--- src/rtl/cec_bt_pkg.sv ---
package cec_bt_pkg;

  typedef enum logic [2:0] {
    BT_IDLE,  // waiting for the falling edge that opens a bit
    BT_LOW,   // line low, waiting for the rising edge
    BT_LATE,  // rise already declared late, waiting for it quietly
    BT_HIGH,  // line high, waiting for the next falling edge
    BT_ERR    // error bit requested, bus ignored
  } bt_state_e;

  // true when count c lies within nom +/- tol (inclusive)
  function automatic logic in_window(int unsigned c, int unsigned nom, int unsigned tol);
    return (c + tol >= nom) && (c <= nom + tol);
  endfunction

endpackage

--- src/rtl/cec_bt_fsm.sv ---
module cec_bt_fsm
  import cec_bt_pkg::*;
#(
  parameter int W          = 8,
  parameter int ONE_RISE   = 12,
  parameter int ZERO_RISE  = 30,
  parameter int TOL_STD    = 4,
  parameter int TOL_EXT    = 7,
  parameter int BIT_MIN    = 41,
  parameter int ERR_TICKS  = 72
) (
  input  logic         clk,
  input  logic         rst,
  input  logic         en_i,
  input  logic [W-1:0] cnt_i,
  input  logic         rise_i,
  input  logic         fall_i,
  input  logic         tol_ext_i,
  input  logic         stop_pol_i,
  input  logic         gen_pol_i,
  output logic         restart_o,
  output logic         rise_err_o,
  output logic         short_err_o,
  output logic         drive_o,
  output logic         stop_o
);

  bt_state_e   st_q, st_d;
  int unsigned c, tol;
  logic        rerr, serr;

  assign c   = 32'(cnt_i);
  assign tol = tol_ext_i ? TOL_EXT : TOL_STD;

  always_comb begin
    st_d      = st_q;
    restart_o = 1'b0;
    rerr      = 1'b0;
    serr      = 1'b0;
    if (!en_i) begin
      st_d = BT_IDLE;
    end else begin
      case (st_q)
        BT_IDLE: if (fall_i) begin
          st_d      = BT_LOW;
          restart_o = 1'b1;
        end
        BT_LOW: begin
          if (rise_i) begin
            st_d = BT_HIGH;
            rerr = !(in_window(c, ONE_RISE, tol) || in_window(c, ZERO_RISE, tol));
          end else if (c > ZERO_RISE + tol) begin
            st_d = BT_LATE;
            rerr = 1'b1;
          end
          if (rerr) begin
            if (gen_pol_i)       st_d = BT_ERR;
            else if (stop_pol_i) st_d = BT_IDLE;
          end
        end
        BT_LATE: if (rise_i) st_d = BT_HIGH;
        BT_HIGH: if (fall_i) begin
          if (c < BIT_MIN) begin
            serr = 1'b1;
            st_d = BT_ERR;
          end else begin
            st_d      = BT_LOW;
            restart_o = 1'b1;
          end
        end
        BT_ERR: if (c >= ERR_TICKS) st_d = BT_IDLE;
        default: st_d = BT_IDLE;
      endcase
    end
  end

  always_ff @(posedge clk) begin
    if (rst) begin
      st_q        <= BT_IDLE;
      rise_err_o  <= 1'b0;
      short_err_o <= 1'b0;
      drive_o     <= 1'b0;
      stop_o      <= 1'b0;
    end else begin
      st_q        <= st_d;
      rise_err_o  <= rerr;
      short_err_o <= serr;
      drive_o     <= (st_d == BT_ERR);
      stop_o      <= rerr & stop_pol_i;
    end
  end

endmodule

--- config.mk ---
export PLATFORM = sky130hd
export DESIGN_NAME = cec_bt_fsm
export DESIGN_NICKNAME = d
export VERILOG_FILES = /design/src/rtl/cec_bt_pkg.sv /design/src/rtl/cec_bt_fsm.sv
export SDC_FILE = /design/constraint.sdc
export NUM_CORES = 1
export LEC_CHECK = 0
export BUFFER_PORTS_ARGS = -buffer_cell sky130_fd_sc_hd__buf_2
export CORE_UTILIZATION = 30
export CTS_CLUSTER_SIZE = 40
export DETAILED_ROUTE_END_ITERATION = 7
export GPL_TIMING_DRIVEN = 0
export REMOVE_ABC_BUFFERS = 1
export SLEW_MARGIN = 20
export SYNTH_ARGS = -nofsm -noshare
export SYNTH_HDL_FRONTEND = slang
export SYNTH_SLANG_ARGS = --single-unit
--- constraint.sdc ---
create_clock -name clk -period 2 [get_ports clk]
set_input_delay 0.1 -clock clk [delete_from_list [all_inputs] [get_ports clk]]
set_output_delay 0.1 -clock clk [all_outputs]
set_load 0.01 [all_outputs]
==> results.toml, run 1 <==
[critical_path]
critPathLaunchType = "input pin"
reg2reg_depth = 4
rr_startpoint = "st_q[0]"
path_class = "in -> reg"
worstPathRequired_ns = 2.17
critical_path.max_fanout = 6
cp_data_arrival_time_ns = 1.97
r2r_end = "st_q[0]"
r2r_slack_ns = 0.45
end_kind = "flip-flop"

[sta]
maxSlewViolCount = 0
final_hold_viol_count = 0
finalSetupViolations = 0
rsz0062_at_grt = "no"
min_period_ns = 1.79
fin_skew_ns = 0.00122
slew-limit-headroom_pct = 68.5
finalCritPeriodShare_pct = 89.5
worst_pin_slew_ns = 0.468
fmax_ghz = 0.558

[clock_network]
root_buffer = "clkbuf_4"
cts_buffers = 3
path_clk_slew_ns = 0.05
cts.sinks = 7
cts_setup_buffers = 0
htreeDepth = 1
clock_path_buffers = 2
clk_latency_ns = 0.25
cts_resized = 0
cts_tree = "yes"
holdBufCountCts = 0

[drt]
totalWireLength_um = 1930
ant_nets = 0
viasPerCell = 5.76
drc = 0
num_vias = 870
drtPass1Iterations = 4
drt_iter0_drc = 24
wl_per_cell_um = 12.8

[power_and_ir_drop]
switchingPower_uw = 123
intPower_uw = 268
ir_drop_mv = 0.283
finalPower_uw = 391
switching_share_pct = 31.4
seqPwrFrac_pct = 36.8
powerDensity_nw_per_um2 = 420
p_leak_uw = 0.000374
pwr-share-comb_pct = 30.8
pwr-share-clk_pct = 32.4

[finish]
layout-drive-gt1-share_pct = 22.3
multiInputGateArea_um2 = 612
fin_util_pct = 37.2
register_area_um2 = 140
area_delta_synth_final_pct = 17.2
layout.nets = 144
num_antenna_cells = 0
n_fill_cell = 264

[grt]
grt_remaining_overflow = 0
antenna_found_initial = 0
grt_max_degree = 14
track_usage_pct = 15.2
grt_pass1_vias = 717
grt_pass1_wl_um = 3210

[min_path]
holdPathEnd = "stop_o"
hold_class = "in -> reg"
worstHoldStart = "stop_pol_i"
hold-path-cell-count = 2

[synth]
yosysSeqAreaShare_pct = 17.6
synth_warnings = 0
synth_most_common_cell = "nor2_1"
synth_area_leaders = "dfxtp_1, ha_1, a21oi_1"
synth_edf_count = 0
syn_inst = 102
synth_flop_cell = "dfxtp_1"
synth_top_cell_area_share_pct = 17.6
ys_top_cells_by_count = "nor2_1, dfxtp_1, a21oi_1, o21ai_0, ha_1"
synth_top_area_cell = "dfxtp_1"
avgSynthCellArea_um2 = 7.79
synth-seq-cells = 7
async_reset_ff_share_pct = 0
synth.cell_area_um2 = 795
ys_types = 46

[die]
core_area_um2 = 2500
die-area_um2 = 2860
start_util_pct = 31.8
die_height_um = 53.5
io_pins = 21
rows = 18
dieWidth_um = 53.5

[outcome]
status = "finished, final reports clean"

[place]
dp_hpwl_um = 1490
io_buffers = 20
place_congestion = 0.779

[run]
cap_violations = 0
-- layer usage --
metal / GRT usage (%) / part of all wire [%] / up-vias
li1: - / - / 434
met1: 21.8 / 50 / 404
met5: 0 / 0 / -
met4: 5.26 / 1.0 / 0
met3: 0.862 / 3.8 / 3
met2: 23.3 / 45 / 29
-- cell families after synthesis --
kind of cell	share of synthesized area [%]
buf+inv	5.35
simple gates	36.7
compound gates	29.9
fa+ha+maj	10.4
flops	17.6
-- sequential cells by signal (all words and copies together), names as in the netlist --
| signal | flops |
|---|---|
| drive_o | 1 |
| rise_err_o | 1 |
| short_err_o | 1 |
| stop_o | 1 |
| st_q | 3 |
-- area by class of cell --
type                    count  share of cell area (%)
clock buffers               4                    2.82
inverters                   4                    1.61
multi-input cells          86                    65.7
flip-flops and latches      7                    15.1
well taps                  30                    4.03
repair buffers             20                    10.8
-- stage by stage --
stage          setup TNS [ns]  instances  instance area (um2)  hold slack [ns]  setup slack [ns]
2_1_floorplan               0         97                  767            0.264             0.274
3_3_place_gp                0        147                  905            0.391            0.0282
3_5_place_dp           -0.121        147                  905            0.392           -0.0627
4_1_cts                     0        151                  931            0.129             0.196
5_1_grt                     0        151                  931            0.131            0.0752
6_report                    0        151                  931            0.132             0.209
-- critical path, cell delays in order --
cell and delay, ns:
buf_2 0.14, ha_1 0.20, fa_1 0.47, nor4b_1 0.36
o21a_1 0.18, nor3_2 0.07, a211o_1 0.32, o22ai_1 0.12
-- placed cells by master, fill, tap and decap left out, types with 2 or more instances in the layout --
cell / n
buf_2: 20
nor2_1: 8
dfxtp_1: 7
o21ai_0: 6
a21oi_1: 6
ha_1: 5
inv_1: 4
nand3_1: 4
nand2_1: 4
nand4b_1: 3
a31oi_1: 3
o22ai_1: 3
nor4b_1: 3
clkbuf_4: 3
o21ai_1: 2
nor2b_1: 2
or3_1: 2
o2111ai_1: 2
or3b_1: 2
a211o_1: 2
and3_1: 2
o31ai_1: 2
nand2b_1: 2
nor3b_1: 2
-- worst max path at each step --
| stage | from | end | slack, ns | cells after the start |
|---|---|---|---|---|
| after floorplan | cnt_i[0] | drive_o | 0.27 | 7 |
| after global placement | tol_ext_i | drive_o | 0.03 | 8 |
| after detailed placement | tol_ext_i | drive_o | -0.06 | 8 |
| after CTS | tol_ext_i | drive_o | 0.20 | 8 |
| after global routing | tol_ext_i | drive_o | 0.08 | 8 |
| final | tol_ext_i | drive_o | 0.21 | 8 |
-- power by group through the flow --
stage / registers, uW / logic, uW / clock network (uW)
global placement: 146 / 115 / 0
global route: 144 / 135 / 142
detailed placement: 146 / 119 / 0
CTS: 144 / 119 / 130
finish: 144 / 120 / 127
floorplan: 146 / 70.9 / 0
Note: power is estimated with default switching activity, not from simulation.
==> run 2: changes to the inputs <==
--- a/config.mk
+++ b/config.mk
@@ -5,8 +5,9 @@
 export SDC_FILE = /design/constraint.sdc
 export NUM_CORES = 1
 export LEC_CHECK = 0
+export ABC_AREA = 1
 export BUFFER_PORTS_ARGS = -buffer_cell sky130_fd_sc_hd__buf_2
-export CORE_UTILIZATION = 30
+export CORE_UTILIZATION = 40
 export CTS_CLUSTER_SIZE = 40
 export DETAILED_ROUTE_END_ITERATION = 7
 export GPL_TIMING_DRIVEN = 0
==> run 2 against run 1 <==
Non-clock buffer count is the same; fmax grew 1.5%; area after synthesis grew 2.4%; die area shrank 22%; register-to-register slack gained 0.25 ns; combinational power grew 19%; worst hold slack lost 0.10 ns; sequential share of layout area shrank 0.62 points; critical endpoint is now st_q[0]; largest power group unchanged.
==> results.toml, run 2 <==
[clock_network]
cts_setup_buffers = 0
clk_latency_ns = 0.24
htreeDepth = 1
holdBufCountCts = 0
cts_resized = 0
cts_buffers = 3
clock_path_buffers = 2
root_buffer = "clkbuf_4"
cts_tree = "yes"
cts.sinks = 7
path_clk_slew_ns = 0.05

[power_and_ir_drop]
seqPwrFrac_pct = 35.1
p_leak_uw = 0.000500
powerDensity_nw_per_um2 = 422
finalPower_uw = 409
switching_share_pct = 33.8
ir_drop_mv = 0.446
intPower_uw = 271
switchingPower_uw = 138
pwr-share-clk_pct = 30.0
pwr-share-comb_pct = 34.9

[sta]
fmax_ghz = 0.567
worst_pin_slew_ns = 0.472
whs_ns = 0.0284
min_period_ns = 1.76
tns_ns = 0
rsz0062_at_grt = "no"
slew-limit-headroom_pct = 68.2
finalSetupViolations = 0
finalCritPeriodShare_pct = 88.2
final_hold_viol_count = 0
maxSlewViolCount = 0
worst_slack_ns = 0.236
fin_skew_ns = 0.00153

[place]
io_buffers = 20
dp_hpwl_um = 1620
dpl_worst_slack_ns = -0.0246
place_congestion = 0.843

[critical_path]
r2r_slack_ns = 0.70
r2r_end = "drive_o"
worst-path-buf-inv = 2
path_cells = "buf_2, ha_1, fa_1, inv_1, nand2_4, nand2_1, nand2_1, a21oi_2, nand2_1, o21bai_2, o211ai_1, nand2_1, a21oi_1"
crit_family = "adder cells"
cp_slowest_cell = "fa_1"
rr_startpoint = "st_q[0]"
end_kind = "flip-flop"
critPathMaxStageDelay_ns = 0.42
path_class = "in -> reg"
crit_top_cell = "nand2_1"
critPathLaunchType = "input pin"
cp_data_arrival_time_ns = 1.87
reg2reg_depth = 6
worstPathRequired_ns = 2.11
critical_path.max_fanout = 5

[synth]
async_reset_ff_share_pct = 0
ys_top_cells_by_count = "nand2_1, inv_1, nor2_1, nand3_1, a21oi_1"
syn_inst = 141
synth_top_area_cell = "nand2_1"
synth.cell_area_um2 = 813
ys_types = 23
synth_flop_cell = "dfxtp_1"
synth_area_leaders = "nand2_1, dfxtp_1, nand3_1"
avgSynthCellArea_um2 = 5.77
synth_most_common_cell = "nand2_1"
synth-seq-cells = 7
synth_top_cell_area_share_pct = 19.8
synth_warnings = 0
synth_edf_count = 0
yosysSeqAreaShare_pct = 17.2

[die]
dieWidth_um = 47.1
io_pins = 21
start_util_pct = 44.7
die-area_um2 = 2220
rows = 15
core_area_um2 = 1820
die_height_um = 47.1

[drt]
drt-met1-wl_um = 935
wl_met3_um = 114
drtPass1Iterations = 4
ant_nets = 0
num_vias = 930
maxUsedRoutingLayer = "met3"
viasPerCell = 4.89
drc = 0
routed-wl-met2_um = 814
drt_iter0_drc = 25
totalWireLength_um = 1860
wl_per_cell_um = 9.81

[finish]
num_antenna_cells = 0
layout.nets = 188
largest_reg_flops = 3
n_fill_cell = 209
final_common_cell = "nand2_1"
layout-drive-gt1-share_pct = 23.6
final_cell_mix = "nand2_1, buf_2, inv_1, nor2_1, nand3_1"
area_delta_synth_final_pct = 19.4
largest-register = "st_q"

[grt]
grt_remaining_overflow = 0
grt_pass1_vias = 787
grt_pass1_wl_um = 3070
track_usage_pct = 19.6
grt_max_degree = 7
antenna_found_initial = 0

[min_path]
hold-path-cell-count = 2
hold_class = "in -> reg"
holdPathEnd = "short_err_o"
worstHoldStart = "rst"

[run]
cap_violations = 0

[outcome]
status = "finished, final reports clean"
## run 2: changes by cell type after synthesis, sizes merged, moves of 4 or more
| cell | change |
|---|---|
| a21oi | +5 |
| inv | +16 |
| o21ai | -4 |
| nand2 | +45 |
| nand3 | +10 |
| nor2 | +11 |
## run 2: worst max path at each step
stage	startpoint	to	slack (ns)	cells after the start
3_3_place_gp	tol_ext_i	st_q[0]	0.03	13
5_1_grt	tol_ext_i	st_q[0]	0.09	13
3_5_place_dp	tol_ext_i	st_q[0]	-0.02	13
2_1_floorplan	cnt_i[0]	st_q[0]	0.33	12
6_report	tol_ext_i	st_q[0]	0.24	13
4_1_cts	tol_ext_i	st_q[0]	0.23	13
## run 2: cell type report
type | instances | area (um2) | area share (%)
multi-input combinational | 113 | 593 | 61.1
tap | 25 | 31.3 | 3.22
sequential | 7 | 140 | 14.4
clock buffer | 4 | 26.3 | 2.71
inverter | 21 | 80.1 | 8.25
timing repair buffer | 20 | 100 | 10.3
## run 2: power groups by stage
stage / combinational [uW] / clock [uW] / sequential (uW)
after floorplan: 93.3 / 0 / 146
after global placement: 140 / 0 / 146
after detailed placement: 142 / 0 / 146
after CTS: 143 / 131 / 144
after global routing: 163 / 143 / 144
final: 143 / 123 / 144
## run 2: routing by layer
layer	track usage (%)	up-vias
met5	0	-
met4	0	0
met3	8.08	0
met2	32.2	31
met1	25.7	401
li1	-	498
## run 2: cell families after synthesis
group | Yosys count | share of synthesized area, %
AO/OA/AOI/OAI | 19 | 14.0
flip-flops | 7 | 17.2
adder cells (fa/ha/maj) | 6 | 10.2
buffers and inverters | 21 | 9.85
AND/OR/NAND/NOR | 88 | 48.8
## run 2: through the flow
stage               instances  cell area [um2]  util [%]
finish                    190              971      53.3
global route              190              971      53.3
CTS                       190              971      53.3
detailed placement        186              945      51.9
global placement          186              945      51.9
floorplan                 141              813         -
==> run 3: changes to the inputs <==
==> constraint.sdc (replaced) <==
create_clock -name clk -period 1.8 [get_ports clk]
set_input_delay 0.09 -clock clk [delete_from_list [all_inputs] [get_ports clk]]
set_output_delay 0.09 -clock clk [all_outputs]
set_load 0.01 [all_outputs]
==> run 3 against run 2 <==
Final area is 3.4% higher; first-iteration DRC count is 28% higher; critical endpoint unchanged; via count is 1.1% higher.
==> results.toml, run 3 (same netlist as run 2, synthesis figures left out) <==
[outcome]
status = "finished, final reports clean"

[sta]
fin_skew_ns = 0.00145
worst_pin_slew_ns = 0.472
maxSlewViolCount = 0
finalCritPeriodShare_pct = 91.9
final_hold_viol_count = 0
worst_slack_ns = 0.146
rsz0062_at_grt = "no"
finalSetupViolations = 0
min_period_ns = 1.65
slew-limit-headroom_pct = 68.2
fmax_ghz = 0.605

[clock_network]
path_clk_slew_ns = 0.05
cts_tree = "yes"
clk_latency_ns = 0.24
cts_buffers = 3
htreeDepth = 1
root_buffer = "clkbuf_4"
clock_path_buffers = 2
cts.sinks = 7
cts_setup_buffers = 0

[critical_path]
rr_startpoint = "st_q[0]"
cp_data_arrival_time_ns = 1.76
critPathLaunchType = "input pin"
reg2reg_depth = 6
r2r_end = "drive_o"
end_kind = "flip-flop"
r2r_slack_ns = 0.50
worstPathRequired_ns = 1.91
path_class = "in -> reg"
critical_path.max_fanout = 5

[drt]
ant_nets = 0
drt_iter0_drc = 32
drtPass1Iterations = 4
wl_per_cell_um = 9.85
num_vias = 940
viasPerCell = 4.92
drc = 0
totalWireLength_um = 1880

[finish]
n_fill_cell = 209
fin_util_pct = 55.1
num_antenna_cells = 0
area_delta_synth_final_pct = 23.4
largest-register = "st_q"
final_common_cell = "nand2_1"
design_area_um2 = 1000
multiInputGateArea_um2 = 616
layout-drive-gt1-share_pct = 25.9
largest_reg_flops = 3
layout.nets = 189
register_area_um2 = 140
final_cell_mix = "nand2_1, buf_2, inv_1, nor2_1, nand3_1"
final_cells = 191

[min_path]
hold_class = "in -> reg"
holdPathEnd = "stop_o"
hold-path-cell-count = 2
worstHoldStart = "stop_pol_i"

[run]
cap_violations = 0

[grt]
grt_pass1_wl_um = 3070
grt_max_degree = 7
grt_pass1_vias = 787
track_usage_pct = 19.6
antenna_found_initial = 0
grt_remaining_overflow = 0

[power_and_ir_drop]
ir_drop_mv = 0.495
powerDensity_nw_per_um2 = 460
finalPower_uw = 462
p_leak_uw = 0.000503

[place]
dp_hpwl_um = 1620
dpl_cell_area_um2 = 945
dpl_worst_slack_ns = -0.215
dp.cells = 186
place_congestion = 0.843
io_buffers = 20

[die]
io_pins = 21
rows = 15
start_util_pct = 44.7
dieWidth_um = 47.1
die-area_um2 = 2220
die_height_um = 47.1
core_area_um2 = 1820
[run 3: changes by cell type in the layout (fill, tap and decap cells not counted), sizes merged]
cell,previous run,this run
dlygate4sd3,0,1
[run 3: report_power, final]
group          total, uW  switching, uW  internal, uW  leakage (uW)
clock network        136           52.1          84.2     0.0000150
logic                166            102          63.4      0.000432
registers            160           1.93           158     0.0000566
[run 3: worst max path at each step]
stage	startpoint	endpoint	slack, ns	cells after the start
6_report	tol_ext_i	st_q[0]	0.15	13
5_1_grt	tol_ext_i	st_q[0]	0.006	15
4_1_cts	tol_ext_i	st_q[0]	0.04	13
3_5_place_dp	tol_ext_i	st_q[0]	-0.21	13
3_3_place_gp	tol_ext_i	st_q[0]	-0.16	13
2_1_floorplan	cnt_i[0]	st_q[0]	0.14	12
[run 3: layout make-up]
type                       instances  area share [%]
tap                               25            3.12
inverter                          21            7.98
clock buffer                       4            2.62
sequential                         7            14.0
multi-input combinational        113            61.3
timing repair buffer              21            11.0
[run 3: repair_timing]
item                                    4_1_cts  5_1_grt
hold buffers                                  0        1
gates resized for setup                       0        6
endpoints found under the setup margin        0        5
hold endpoints to repair                      0        1
[run 3: per-stage QoR]
step	hold WS, ns	setup TNS (ns)
6_report	0.117	0
4_1_cts	0.00765	0
5_1_grt	0.104	0
3_5_place_dp	0.272	-0.801
2_1_floorplan	0.167	0
3_3_place_gp	0.270	-0.617
[run 3: metal layers]
metal  GRT usage (%)  vias to the layer above  part of all wire, %
met1            25.7                      404                   50
met3            8.08                        0                  6.6
li1                -                      504                    -
met5               0                        -                    0
met2            32.2                       32                   43
met4               0                        0                    0
[run 3: critical path, stage by stage]
cell and delay [ns]:
buf_2 0.14, ha_4 0.17, fa_2 0.40, inv_2 0.09, nand2_4 0.06, nand2_1 0.05
nand2_1 0.07, a21oi_2 0.12, nand2_1 0.07, o21bai_2 0.17, o211ai_1 0.14, nand2_1 0.12
a21oi_1 0.07
